--- src/rtl/exc_ctrl_pkg.sv ---
package exc_ctrl_pkg;

  // strobes from the control decode to the register datapath
  typedef struct packed {
    logic takeExc;
    logic doRet;
    logic wrStatus;
    logic latchBad;
  } excCtl_t;

  // register numbers decoded by privileged software
  localparam int unsigned REG_FAULTADDR = 8;
  localparam int unsigned REG_STATUS    = 12;
  localparam int unsigned REG_CAUSE     = 13;
  localparam int unsigned REG_RETADDR   = 14;

  // status word layout
  localparam int unsigned ST_STACK_W = 6;   // three {user, ie} pairs
  localparam int unsigned ST_IE_BIT  = 0;
  localparam int unsigned ST_USR_BIT = 1;
  localparam int unsigned ST_MASK_LO = 8;

endpackage

--- src/rtl/exc_ctrl_decode.sv ---
module exc_ctrl_decode
  import exc_ctrl_pkg::*;
#(
  parameter int unsigned DATA_W = 32,
  parameter int unsigned SEL_W  = 5,
  parameter logic [DATA_W-1:0] KREGION_BASE = 32'h8000_0000
) (
  input  logic              clk,
  input  logic              rst_n,
  input  logic              excStrobe,
  input  logic              retStrobe,
  input  logic              regWrEn,
  input  logic [SEL_W-1:0]  regSel,
  input  logic              faultAddrValid,
  input  logic [DATA_W-1:0] faultAddr,
  input  logic              curUser,
  output excCtl_t           ctl
);

  logic selStatus;
  logic inKernelRegion;

  assign selStatus      = (regSel == SEL_W'(REG_STATUS));
  assign inKernelRegion = (faultAddr >= KREGION_BASE);

  always_comb begin
    ctl          = '0;
    ctl.takeExc  = excStrobe;
    ctl.doRet    = retStrobe && !excStrobe;
    ctl.wrStatus = regWrEn && selStatus && !curUser && !excStrobe && !retStrobe;
    ctl.latchBad = excStrobe && curUser && faultAddrValid && inKernelRegion;
  end

  // at most one source updates the status stack in a cycle
  p_single_status_source_r10: assert property (@(posedge clk) disable iff (!rst_n)
    $onehot0({ctl.takeExc, ctl.doRet, ctl.wrStatus}));

  // no port write leaks through while in user mode
  p_user_write_dropped_r8: assert property (@(posedge clk) disable iff (!rst_n)
    curUser |-> !ctl.wrStatus);

endmodule

--- src/rtl/exc_ctrl_dpath.sv ---
module exc_ctrl_dpath
  import exc_ctrl_pkg::*;
#(
  parameter int unsigned DATA_W    = 32,
  parameter int unsigned CODE_W    = 5,
  parameter int unsigned SEL_W     = 5,
  parameter int unsigned IRQ_W     = 8,
  parameter int unsigned PC_STEP   = 4,
  parameter int unsigned CAUSE_LSB = 2
) (
  input  logic              clk,
  input  logic              rst_n,
  input  excCtl_t           ctl,
  input  logic [CODE_W-1:0] excCode,
  input  logic [DATA_W-1:0] excPc,
  input  logic [DATA_W-1:0] faultAddr,
  input  logic [SEL_W-1:0]  regSel,
  input  logic [DATA_W-1:0] regWrData,
  input  logic [IRQ_W-1:0]  irqLines,
  output logic [DATA_W-1:0] regRdData,
  output logic              curUser,
  output logic              irqReq
);

  localparam int unsigned MASK_HI = ST_MASK_LO + IRQ_W - 1;

  logic [DATA_W-1:0]     retAddr;
  logic [CODE_W-1:0]     causeCode;
  logic [DATA_W-1:0]     badAddr;
  logic [ST_STACK_W-1:0] stk;
  logic [IRQ_W-1:0]      irqMask;
  logic [IRQ_W-1:0]      maskedLines;
  logic [DATA_W-1:0]     statusWord;
  logic [DATA_W-1:0]     causeWord;

  // saved-state registers: written only on an exception
  always_ff @(posedge clk) begin
    if (!rst_n) begin
      retAddr   <= '0;
      causeCode <= '0;
    end else if (ctl.takeExc) begin
      retAddr   <= excPc + DATA_W'(PC_STEP);
      causeCode <= excCode;
    end
  end

  always_ff @(posedge clk) begin
    if (!rst_n)            badAddr <= '0;
    else if (ctl.latchBad) badAddr <= faultAddr;
  end

  // mode / enable stack and interrupt mask
  always_ff @(posedge clk) begin
    if (!rst_n) begin
      stk     <= '0;
      irqMask <= '0;
    end else if (ctl.takeExc) begin
      stk <= {stk[3:0], 2'b00};
    end else if (ctl.doRet) begin
      stk <= {stk[5:4], stk[5:2]};
    end else if (ctl.wrStatus) begin
      stk     <= regWrData[ST_STACK_W-1:0];
      irqMask <= regWrData[MASK_HI:ST_MASK_LO];
    end
  end

  for (genvar i = 0; i < IRQ_W; i++) begin : g_irq
    assign maskedLines[i] = irqLines[i] & irqMask[i];
  end

  assign irqReq  = stk[ST_IE_BIT] & (|maskedLines);
  assign curUser = stk[ST_USR_BIT];

  always_comb begin
    statusWord                      = '0;
    statusWord[ST_STACK_W-1:0]      = stk;
    statusWord[MASK_HI:ST_MASK_LO]  = irqMask;
    causeWord                       = '0;
    causeWord[CAUSE_LSB +: CODE_W]  = causeCode;
  end

  always_comb begin
    unique case (regSel)
      SEL_W'(REG_FAULTADDR): regRdData = badAddr;
      SEL_W'(REG_STATUS):    regRdData = statusWord;
      SEL_W'(REG_CAUSE):     regRdData = causeWord;
      SEL_W'(REG_RETADDR):   regRdData = retAddr;
      default:               regRdData = '0;
    endcase
  end

  // an exception always lands in kernel mode with interrupts off
  p_exc_enters_kernel_r6: assert property (@(posedge clk) disable iff (!rst_n)
    ctl.takeExc |=> (!curUser && !irqReq));

  // the return address follows the faulting instruction
  p_retaddr_next_r3: assert property (@(posedge clk) disable iff (!rst_n)
    ctl.takeExc |=> (retAddr == $past(excPc) + DATA_W'(PC_STEP)));

  // the faulting address only moves when the capture strobe fires
  p_badaddr_hold_r5: assert property (@(posedge clk) disable iff (!rst_n)
    !ctl.latchBad |=> $stable(badAddr));

  // in user mode status changes only through an exception or a return
  p_user_status_locked_r8: assert property (@(posedge clk) disable iff (!rst_n)
    (curUser && !ctl.takeExc && !ctl.doRet) |=> $stable(statusWord));

  // a return restores the previous pair
  p_ret_pops_r7: assert property (@(posedge clk) disable iff (!rst_n)
    ctl.doRet |=> (stk[1:0] == $past(stk[3:2])));

  // the cause word carries nothing outside the code field
  p_cause_clean_r4: assert property (@(posedge clk) disable iff (!rst_n)
    causeWord[CAUSE_LSB-1:0] == '0);

  // a request needs the global enable
  p_irq_needs_enable_r9: assert property (@(posedge clk) disable iff (!rst_n)
    irqReq |-> stk[ST_IE_BIT]);

endmodule

--- src/rtl/exc_ctrl_regs.sv ---
module exc_ctrl_regs
  import exc_ctrl_pkg::*;
#(
  parameter int unsigned DATA_W = 32,
  parameter int unsigned CODE_W = 5,
  parameter int unsigned SEL_W  = 5,
  parameter int unsigned IRQ_W  = 8,
  parameter logic [DATA_W-1:0] KREGION_BASE = 32'h8000_0000
) (
  input  logic              clk,
  input  logic              rst_n,
  input  logic              excStrobe,
  input  logic [CODE_W-1:0] excCode,
  input  logic [DATA_W-1:0] excPc,
  input  logic [DATA_W-1:0] faultAddr,
  input  logic              faultAddrValid,
  input  logic              retStrobe,
  input  logic [SEL_W-1:0]  regSel,
  input  logic              regWrEn,
  input  logic [DATA_W-1:0] regWrData,
  output logic [DATA_W-1:0] regRdData,
  output logic              kernelMode,
  input  logic [IRQ_W-1:0]  irqLines,
  output logic              irqReq
);

  excCtl_t ctl;
  logic    curUser;

  exc_ctrl_decode #(
    .DATA_W(DATA_W), .SEL_W(SEL_W), .KREGION_BASE(KREGION_BASE)
  ) u_decode (
    .clk(clk), .rst_n(rst_n),
    .excStrobe(excStrobe), .retStrobe(retStrobe),
    .regWrEn(regWrEn), .regSel(regSel),
    .faultAddrValid(faultAddrValid), .faultAddr(faultAddr),
    .curUser(curUser), .ctl(ctl)
  );

  exc_ctrl_dpath #(
    .DATA_W(DATA_W), .CODE_W(CODE_W), .SEL_W(SEL_W), .IRQ_W(IRQ_W)
  ) u_dpath (
    .clk(clk), .rst_n(rst_n), .ctl(ctl),
    .excCode(excCode), .excPc(excPc), .faultAddr(faultAddr),
    .regSel(regSel), .regWrData(regWrData), .irqLines(irqLines),
    .regRdData(regRdData), .curUser(curUser), .irqReq(irqReq)
  );

  assign kernelMode = !curUser;

endmodule

--- config.mk ---
export PLATFORM = sky130hd
export DESIGN_NAME = exc_ctrl_regs
export DESIGN_NICKNAME = d
export VERILOG_FILES = /design/src/rtl/exc_ctrl_pkg.sv /design/src/rtl/exc_ctrl_decode.sv /design/src/rtl/exc_ctrl_dpath.sv /design/src/rtl/exc_ctrl_regs.sv
export SDC_FILE = /design/constraint.sdc
export NUM_CORES = 1
export LEC_CHECK = 0
export CAP_MARGIN = 20
export CORE_UTILIZATION = 44
export CTS_CLUSTER_DIAMETER = 30
export DETAILED_ROUTE_END_ITERATION = 8
export PLACE_DENSITY_LB_ADDON = 0.08
export SLEW_MARGIN = 20
export SYNTH_ARGS = -nofsm -noshare
export SYNTH_HDL_FRONTEND = slang
export SYNTH_HIERARCHICAL = 1
export SYNTH_SLANG_ARGS = --single-unit
--- constraint.sdc ---
create_clock -name clk -period 2.5 [get_ports clk]
set_input_delay 0.5 -clock clk [delete_from_list [all_inputs] [get_ports clk]]
set_output_delay 0.5 -clock clk [all_outputs]
set_load 0.02 [all_outputs]
==> flow_summary.json <==
{
  "r2r_start": "u_dpath/stk[1]",
  "cap_violations": 0,
  "max-clock-path-buffers": 2,
  "sequential_fraction_of_the_synthesis_area_pct": 40.9,
  "finish.net_count": 750,
  "fp.dieW_um": 98.1,
  "fmaxAchievable_mhz": 421,
  "dr.first_iter.drc_count": 287,
  "timing.final.hold_violations": 0,
  "dpl_worst_slack_ps": -704,
  "finalNonFillerCells": 742,
  "violations": "DRC",
  "cts_buffers": 9,
  "synthesis.area_per_instance_um2": 8.77,
  "clk_latency_ps": 350,
  "yosys-top-cells-area": "dfxtp_1 41%, mux2i_1 14%, nor2_1 5.9%",
  "port_buffers": 135,
  "routed_antenna_nets": 0,
  "grt_use_total_pct": 25.5,
  "hold_path_end": "u_dpath/retAddr[2]",
  "clk_sinks": 83,
  "diode_insertion_count_for_antenna_repair": 0,
  "final_util_pct": 68.4,
  "cts-root-buf": "clkbuf_8",
  "synth_most_common_cell": "dfxtp_1",
  "synth.yosys.warnings": 6,
  "reg2reg_slack_ps": 520,
  "maximum_resistive_drop_on_vdd_mv": 0.319,
  "mappedNetlistArea_um2": 4060,
  "initial_utilization_pct": 45.9,
  "rows": 34,
  "timing.hold.worst.class": "reg -> reg",
  "grt_first_pass_wirelength_um": 19400,
  "core_um2": 8850,
  "setup_violations": 0,
  "post_cts_hold_buffer_count": 0,
  "critical_path_class": "in -> out",
  "placement.cell_area_um2": 5790,
  "syn-num-nets": 584,
  "die_h_um": 98.1,
  "crit-reg2reg-capture": "u_dpath/irqMask[6]",
  "ys_types": 43,
  "postSynthCellCount": 463,
  "vias": 4111,
  "run_status": "finished, violations left",
  "min_delay_path_depth": 2,
  "cts_tree": "built",
  "yosysTopAreaCellShare_pct": 40.9,
  "syn_to_final_growth_pct": 49.0,
  "finalWeightedCongestion": 0.886,
  "grt_overflow": 0,
  "crit_path_start_kind": "input pin",
  "period_utilisation_layout_pct": 95.1,
  "post-route-worst-setup-slack_ps": 123,
  "finalWirelength_um": 12300,
  "detailed_place_hpwl_um": 8690,
  "cell_type_contributing_the_most_total_cell_area_after_synthesis": "dfxtp_1",
  "worstMarginPinSlew_ps": 546,
  "cp_data_arrival_time_ps": 1880,
  "drt_first_pass_iters": 7,
  "postSynthRegisterBits": 83,
  "endpoint_kind": "output port",
  "top_ports": 154,
  "die_footprint_um2": 9620,
  "skew_ps": 12.7,
  "r2r.worst_path.cells": 7,
  "cts.reportedPaths.clkPinSlew_ps": 80,
  "ys_async_sr_fraction_pct": 0,
  "dominantRegCellSynth": "dfxtp_1",
  "p_per_area_nw_per_um2": 459,
  "grt_antenna_before_repair": 0,
  "layout.cell_area.non_filler_um2": 6050,
  "avgViaCountPerCell": 5.54,
  "layout-drive-gt1-share_pct": 18.9,
  "rsz0062_at_grt": "no",
  "critical_path_peak_fanout": 8,
  "routed_wire_length_per_instance_um": 16.6,
  "cp.required_ps": 2000,
  "finalMaxSlewViolations": 0,
  "post-route-min-period_ps": 2380,
  "synth_edf_count": 0,
  "synth_top_cells_by_count": "83 x dfxtp_1, 64 x nor2_1, 56 x mux2i_1",
  "htree_num_levels": 3,
  "grt_pass1_vias": 3882,
  "holdCritStartpoint": "u_dpath/retAddr[2]",
  "place.detailed.instances": 717,
  "drc": 12,
  "cellLeakagePower_nw": 2.39,
  "layout.filler_cells": 728,
  "maximum_number_of_pins_on_one_net_before_global_route_repair": 63,
  "timing.slew.headroom_pct": 63.6
}
## through the flow
stage / hold slack, ps / TNS (ps) / total power [mW]
floorplan: 457 / 0 / 1.54
global placement: 475 / -21850 / 1.79
detailed placement: 475 / -23650 / 1.80
CTS: 486 / -4.72 / 2.79
global route: 505 / 0 / 2.89
finish: 487 / 0 / 2.78
## critical path, cell delays in order
cell and delay (ps):
dlygate4sd2_1 240, nand3b_1 230, nor3b_4 260, buf_6 150
buf_12 120, a22oi_1 120, nand2_1 80, buf_2 160
## layout by cell type, fill, tap and decap left out, drive strengths merged, types with 2 or more instances in the layout
cell type       n
clkdlybuf4s50  96
buf            90
dfxtp          83
nor2           64
mux2i          56
o21ai          31
inv            23
nand2          18
a22o           17
clkbuf         15
a31oi          13
a22oi          12
or4            12
a222oi         11
a21oi           9
or3             9
nor3            9
o31ai           8
xnor2           7
nand4           6
nand3           6
a211oi          5
xor2            4
clkinvlp        3
nor4            3
and4            3
dlymetal6s2s    2
o311a           2
nor2b           2
mux2            2
a311oi          2
## layout make-up
type	count	area [µm²]	area share, %
Sequential cell	83	1660	27.4
Inverter	22	82.6	1.36
Clock buffer	11	141	2.34
Timing Repair Buffer	193	1780	29.4
Clock inverter	5	61.3	1.01
Tap cell	108	135	2.23
Multi-Input combinational cell	320	2190	36.2
## routing by layer
layer / vias to the layer above / global-route usage [%] / wire [µm]
li1: 2032 / - / -
met4: 0 / 8.86 / 140
met3: 11 / 4.37 / 820
met5: - / 0 / 0
met1: 1921 / 35.1 / 5800
met2: 147 / 40.2 / 5550
## cell families (layout without fill, tap and decap cells)
group,Yosys count,after routing,share of synthesized area [%]
buffers and inverters,60,231,5.79
AOI/OAI and AO/OA,111,111,19.1
adders and majority gates,1,1,0.308
DFF,83,83,40.9
muxes,58,58,14.4
xor gates and xnor gates,11,11,2.37
and+or+nand+nor,139,139,17.2
## worst max-delay path by stage
stage | slack [ps] | cells after the start | end | start
2_1_floorplan | 100 | 5 | regRdData[2] | regSel[4]
3_3_place_gp | -650 | 7 | regRdData[15] | regSel[3]
3_5_place_dp | -700 | 7 | regRdData[25] | regSel[3]
4_1_cts | -5 | 8 | regRdData[25] | regSel[3]
5_1_grt | 20 | 7 | u_dpath/retAddr[22] | excPc[2]
6_report | 120 | 8 | regRdData[2] | regSel[0]
## what timing repair did
action | 4_1_cts | 5_1_grt
cloned | 3 | 1
endpoints found under the setup margin | 32 | 36
buffers inserted | 4 | 2
pin swaps | 9 | 9
gates resized for setup | 160 | 13
## flip-flops by register name, summed over array words and instances (netlist names)
| signal | cells |
|---|---|
| u_dpath/causeCode | 5 |
| u_dpath/retAddr | 32 |
| u_dpath/stk | 6 |
| u_dpath/badAddr | 32 |
| u_dpath/irqMask | 8 |
## report_power, final
part	switching, mW	internal (mW)
logic	0.161	0.230
clock network	0.500	0.493
registers	0.0294	1.36
No activity file was read; power rests on OpenSTA's default activity.
